File: src/rtl/pad_det_pkg.sv
package pad_det_pkg;
  typedef enum logic [1:0] {
    ST_IDLE = 2'd0,
    ST_LOOK = 2'd1,
    ST_WAIT = 2'd2,
    ST_OUT  = 2'd3
  } pd_state_e;

  localparam logic [7:0] PAD_MARK = 8'h80;
endpackage

File: src/rtl/pad_eval.sv
module pad_eval #(
  parameter int LEN_W = 16,
  parameter int TOT_W = 32
) (
  input  logic [TOT_W-1:0] tot,
  input  logic [LEN_W-1:0] len,
  input  logic [63:0]      cand,
  output logic             in_range,
  output logic [LEN_W-1:0] off
);
  logic             cand_ok;
  logic [TOT_W-1:0] pad_size;

  always_comb begin
    cand_ok  = cand <= 64'(tot);
    pad_size = tot - TOT_W'(cand);
    in_range = cand_ok && (pad_size != '0) && (pad_size <= TOT_W'(len));
    off      = len - LEN_W'(pad_size);
  end
endmodule

File: src/rtl/run_tracker.sv
module run_tracker #(
  parameter int LEN_W = 16,
  parameter int TOT_W = 32,
  parameter int SEG_W = 8
) (
  input  logic             clk,
  input  logic             rst_n,
  input  logic             acc,
  input  logic [LEN_W-1:0] acc_len,
  input  logic             decide,
  input  logic             final_i,
  output logic [TOT_W-1:0] tot,
  output logic [SEG_W-1:0] seg,
  output logic [SEG_W-1:0] seg_inc
);
  localparam logic [SEG_W-1:0] SEG_MAX = {SEG_W{1'b1}};

  assign seg_inc = (seg == SEG_MAX) ? seg : seg + SEG_W'(1);

  always_ff @(posedge clk) begin
    if (!rst_n) begin
      tot <= '0;
      seg <= '0;
    end else begin
      if (acc) tot <= tot + TOT_W'(acc_len);
      else if (decide && final_i) tot <= '0;
      if (decide) seg <= final_i ? '0 : seg_inc;
    end
  end

  p_final_clears_r7: assert property (@(posedge clk) disable iff (!rst_n)
    (decide && final_i) |=> (tot == '0 && seg == '0));

  p_keep_total_r7: assert property (@(posedge clk) disable iff (!rst_n)
    (decide && !final_i) |=> $stable(tot));

  p_seg_sat_r8: assert property (@(posedge clk) disable iff (!rst_n)
    (decide && !final_i && seg == SEG_MAX) |=> (seg == SEG_MAX));

  p_total_grows_r2: assert property (@(posedge clk) disable iff (!rst_n)
    acc |=> (tot == $past(tot) + TOT_W'($past(acc_len))));
endmodule

File: src/rtl/pad_detector.sv
module pad_detector
  import pad_det_pkg::*;
#(
  parameter int LEN_W = 16,
  parameter int TOT_W = 32,
  parameter int SEG_W = 8
) (
  input  logic             clk,
  input  logic             rst_n,
  input  logic             req_valid,
  output logic             req_ready,
  input  logic [LEN_W-1:0] req_len,
  input  logic [63:0]      req_tail,
  output logic             lk_req,
  output logic [LEN_W-1:0] lk_off,
  input  logic             lk_rsp_valid,
  input  logic [7:0]       lk_byte,
  output logic             dec_valid,
  input  logic             dec_ready,
  output logic             dec_final,
  output logic [LEN_W-1:0] dec_pad_off,
  output logic [LEN_W-1:0] dec_trim_len,
  output logic [SEG_W-1:0] dec_segs
);
  pd_state_e        st;
  logic [LEN_W-1:0] len_q;
  logic [63:0]      cand_q;
  logic [TOT_W-1:0] tot;
  logic [SEG_W-1:0] seg, seg_inc;
  logic             in_range;
  logic [LEN_W-1:0] off;
  logic             acc, decide, final_now;

  assign req_ready = (st == ST_IDLE);
  assign acc       = req_valid && req_ready;
  assign lk_req    = (st == ST_LOOK) && in_range;
  assign lk_off    = off;
  assign dec_valid = (st == ST_OUT);

  always_comb begin
    decide    = 1'b0;
    final_now = 1'b0;
    if (st == ST_LOOK && !in_range) decide = 1'b1;
    if (st == ST_WAIT && lk_rsp_valid) begin
      decide    = 1'b1;
      final_now = (lk_byte == PAD_MARK);
    end
  end

  pad_eval #(.LEN_W(LEN_W), .TOT_W(TOT_W)) u_eval (
    .tot(tot), .len(len_q), .cand(cand_q), .in_range(in_range), .off(off)
  );

  run_tracker #(.LEN_W(LEN_W), .TOT_W(TOT_W), .SEG_W(SEG_W)) u_track (
    .clk(clk), .rst_n(rst_n), .acc(acc), .acc_len(req_len),
    .decide(decide), .final_i(final_now),
    .tot(tot), .seg(seg), .seg_inc(seg_inc)
  );

  always_ff @(posedge clk) begin
    if (!rst_n) begin
      st           <= ST_IDLE;
      len_q        <= '0;
      cand_q       <= '0;
      dec_final    <= 1'b0;
      dec_pad_off  <= '0;
      dec_trim_len <= '0;
      dec_segs     <= '0;
    end else begin
      case (st)
        ST_IDLE: if (acc) begin
          len_q  <= req_len;
          cand_q <= req_tail >> 3;
          st     <= ST_LOOK;
        end
        ST_LOOK: st <= in_range ? ST_WAIT : ST_OUT;
        ST_WAIT: if (lk_rsp_valid) st <= ST_OUT;
        ST_OUT:  if (dec_ready) st <= ST_IDLE;
        default: st <= ST_IDLE;
      endcase
      if (decide) begin
        dec_final    <= final_now;
        dec_pad_off  <= final_now ? off : '0;
        dec_trim_len <= final_now ? off : len_q;
        dec_segs     <= final_now ? seg : seg_inc;
      end
    end
  end

  p_busy_r1: assert property (@(posedge clk) disable iff (!rst_n)
    dec_valid |-> !req_ready);

  p_lk_inside_r4: assert property (@(posedge clk) disable iff (!rst_n)
    lk_req |-> (lk_off < len_q));

  p_lk_pulse_r4: assert property (@(posedge clk) disable iff (!rst_n)
    lk_req |=> !lk_req);

  p_trim_r6: assert property (@(posedge clk) disable iff (!rst_n)
    dec_valid |-> (dec_trim_len <= len_q));

  p_hold_r9: assert property (@(posedge clk) disable iff (!rst_n)
    (dec_valid && !dec_ready) |=> (dec_valid && $stable(dec_final) &&
      $stable(dec_trim_len) && $stable(dec_pad_off) && $stable(dec_segs)));
endmodule

File: config.mk
export PLATFORM = sky130hd
export DESIGN_NAME = pad_detector
export DESIGN_NICKNAME = d
export VERILOG_FILES = /design/src/rtl/pad_det_pkg.sv /design/src/rtl/pad_eval.sv /design/src/rtl/run_tracker.sv /design/src/rtl/pad_detector.sv
export SDC_FILE = /design/constraint.sdc
export NUM_CORES = 1
export LEC_CHECK = 0
export BUFFER_PORTS_ARGS = -buffer_cell sky130_fd_sc_hd__buf_2
export CAP_MARGIN = 10
export CORE_MARGIN = 2
export CORE_UTILIZATION = 59
export DETAILED_ROUTE_END_ITERATION = 10
export PLACE_DENSITY = 0.89
export SETUP_SLACK_MARGIN = 0.05
export SKIP_LAST_GASP = 1
export SLEW_MARGIN = 20
export SYNTH_ARGS = -nofsm -noshare
export SYNTH_HDL_FRONTEND = slang
export SYNTH_HIERARCHICAL = 1
export SYNTH_SLANG_ARGS = --single-unit
File: constraint.sdc
create_clock -name clk -period 8 [get_ports clk]
set_clock_uncertainty 0.2 [all_clocks]
set_input_delay 0.8 -clock clk [delete_from_list [all_inputs] [get_ports clk]]
set_output_delay 0.8 -clock clk [all_outputs]
set_load 0.01 [all_outputs]
==> impl_metrics.py <==
metrics = {
    "die": {
        "start_util": 0.6063,
        "dieArea_um2": 20540,
        "pin_count": 153,
        "die_x_um": 143.3,
        "coreArea_um2": 18890,
        "die_h_um": 143.3,
        "rows": 50,
    },
    "synth": {
        "yosysTopAreaCell": "dfxtp_1",
        "avgSynthCellArea_um2": 7.803,
        "synth_seq_cells": 160,
        "synth_top_area_share": 0.2796,
        "yosys-top-cells-area": "dfxtp_1 (28%), ha_1 (13%), nand2_1 (7.4%), a21oi_1 (7.1%), inv_1 (4.2%)",
        "synth_fa_ha_area_frac": 0.1309,
        "synth_top_family_by_area": "compound AO/OA/AOI/OAI gates",
        "ys_seq_area_frac": 0.2796,
        "synth-xor-area-share": 0.03364,
        "ys.flop_type": "dfxtp_1",
        "ys_warn_count": 6,
        "synth_compound_area_frac": 0.2551,
        "syn_inst": 1468,
        "ys_async_sr_fraction": 0,
        "syn_area_um2": 11450,
        "synthDistinctLibCells": 82,
        "synth-simple-area-share": 0.2113,
        "synth-edff-count": 0,
        "synth_mux_area_frac": 0.01595,
    },
    "clock_network": {
        "root_buffer": "clkbuf_16",
        "clockBufferDepth": 2,
        "cts_buffers": 17,
        "clk_latency_ns": 0.44,
        "cts-resized-gates": 0,
        "htree_levels": 4,
        "cts_hold_buf": 0,
        "postCtsSetupBuffers": 0,
        "cts_tree": "yes",
        "clock_sinks": 160,
        "clk_pin_slew_ns": 0.07,
    },
    "min_path": {
        "worstHoldStart": "cand_q[39]",
        "min_path_type": "flop to flop",
    },
    "sta": {
        "worst_slack_ns": 0.9764,
        "finalHoldViolCount": 0,
        "max_freq_ghz": 0.1424,
        "fin_tns_setup_ns": 0,
        "setup_viol": 0,
        "fin_crit_ns": 7.024,
        "finalCritPeriodShare": 0.8779,
        "rsz0062_at_grt": "false",
        "final_max_slew_viol_count": 0,
        "worst_slew_pin_slew_ns": 1.077,
        "slew_headroom": 0.2818,
    },
    "routing": {
        "dr.pass1.iters": 7,
        "routed_wl_um": 31370,
        "dr_total_vias": 11350,
        "drc_errors": 0,
        "wl_per_cell_um": 17.02,
        "drt_iter0_markers": 1013,
        "ant_nets": 0,
        "drt-vias-per-instance": 6.158,
    },
    "setup_path": {
        "crit_type": "flop to flop",
        "rr_startpoint": "u_track/tot[0]",
        "cp-startpoint": "u_track/tot[0]",
        "cp_data_required_time_ns": 8.14,
        "startpoint_type": "flop",
        "path_max_fanout": 20,
        "cp.arrival_ns": 7.17,
        "cp-end-kind": "flop",
    },
    "status": {
        "outcome": "complete, no violations",
    },
    "pwr": {
        "power_switching_mw": 2.682,
        "power_density_nw_per_um2": 425.7,
        "clockPowerShare": 0.157,
        "p_seq_frac": 0.201,
        "power_mw": 5.490,
        "swShare": 0.4886,
        "p_int_mw": 2.808,
        "vdd_drop_max_mv": 0.2106,
        "comb_power_share": 0.642,
        "leakagePower_nw": 5.411,
    },
    "final_layout": {
        "final_nets": 1780,
        "final_cell_area_um2": 12890,
        "fin_cells": 1843,
        "area_growth_pct": 12.57,
        "final_common_cell": "nand2_1",
        "drive_above_1_share": 0.1530,
        "layout_common_cells": "nand2_1 (224), a21oi_1 (163), dfxtp_1 (160), buf_2 (149), inv_1 (128)",
    },
    "place": {
        "place_hpwl_um": 22320,
        "portBuffers": 149,
        "pre_cts_slack_ns": 1.241,
        "place_area_um2": 12280,
        "placed_cells": 1810,
        "place.gp.congestion": 0.9353,
    },
    "global_route": {
        "grt_pass1_wl_um": 50470,
        "grt_max_degree": 79,
        "grt_pass1_vias": 10320,
        "antenna_found_initial": 1,
        "grt_overflow": 0,
        "track_usage": 0.3011,
    },
    "run": {
        "max-cap-violations": 0,
    },
}
## registers in the layout, indices dropped and copies added, names as in the netlist
register	count
dec_segs	8
dec_final	1
u_track/seg	8
u_track/tot	32
cand_q	61
dec_trim_len	16
len_q	16
dec_pad_off	16
st	2
## kinds of logic after synthesis
group | count (synthesis)
flip-flops | 160
XOR/XNOR | 44
multiplexers | 18
adder cells (fa/ha/maj) | 118
other | 1
AND/OR/NAND/NOR | 500
buffers and inverters | 209
AO/OA/AOI/OAI | 418
## critical path: stages, from the launching register on
cell	delay, ns
dfxtp_1	0.34
inv_1	0.07
ha_1	0.16
inv_1	0.06
fa_1	0.43
a211oi_2	0.27
o21ai_1	0.17
a311oi_2	0.52
o31ai_1	0.12
a21oi_1	0.19
xor2_1	0.32
inv_1	0.09
ha_1	0.42
nand4_1	0.16
or4_1	0.55
nor2_1	0.13
o21ai_0	0.13
a211oi_1	0.20
o2111a_1	0.20
nand4_1	0.12
nor4_2	0.40
nand2b_1	0.16
buf_4	0.24
nand2_1	0.15
nand2_1	0.21
o21a_1	0.51
nand2_1	0.17
mux2i_1	0.22
## area by class of cell
| cell class | instances | area [um2] |
|---|---|---|
| Multi-Input combinational cell | 1101 | 7443 |
| Fill cell | 1509 | 5998 |
| Sequential cell | 160 | 3203 |
| Timing Repair Buffer | 159 | 820.8 |
| Inverter | 130 | 489.2 |
| Clock buffer | 19 | 432.9 |
| Tap cell | 260 | 325.3 |
| Clock inverter | 13 | 177.7 |
| Antenna cell | 1 | 2.502 |
## Yosys cell counts (all sizes together) (15+ instances only)
master,n
a211oi,22
nand2,226
xnor2,30
nand3,36
nor2b,24
nor4,16
nand4,41
a21oi,166
o21ai,45
buf,24
dfxtp,160
o31ai,35
nor2,46
clkbuf,55
a311oi,25
inv,129
nand2b,22
a21o,33
nor3,42
ha,115
mux2i,16
and2,15
## power by group through the flow
stage,clock network [mW],registers [mW],logic [mW]
finish,0.863,1.10,3.52
detailed placement,0,1.12,3.38
global placement,0,1.11,3.29
floorplan,0,1.11,2.47
global route,0.908,1.12,3.82
CTS,0.868,1.10,3.43
## per-layer routing
metal	track usage	vias to the layer above	part of all wire	wire, um
met5	0	-	0.00041	13
met4	0.1032	2	0.026	805
met3	0.04865	78	0.075	2349
met2	0.5094	595	0.46	14480
met1	0.3910	5256	0.44	13720
li1	-	5419	-	-
## path summary, 6_finish.rpt
check	end	slack (ns)	cells after the start
setup / recovery	u_track/tot[24]	0.98	27
hold / removal	cand_q[39]	0.25	2
setup reg to reg	u_track/tot[24]	0.98	27
hold reg to reg	cand_q[39]	0.25	2
## metrics by stage
| step | hold slack [ns] | utilization |
|---|---|---|
| detailed placement | 0.2478 | 0.6500 |
| global route | 0.2739 | 0.6824 |
| finish | 0.2530 | 0.6825 |
| floorplan | 0.2360 | - |
| CTS | 0.2565 | 0.6823 |
| global placement | 0.2428 | 0.6500 |
Power figures use the tool's default switching activity.
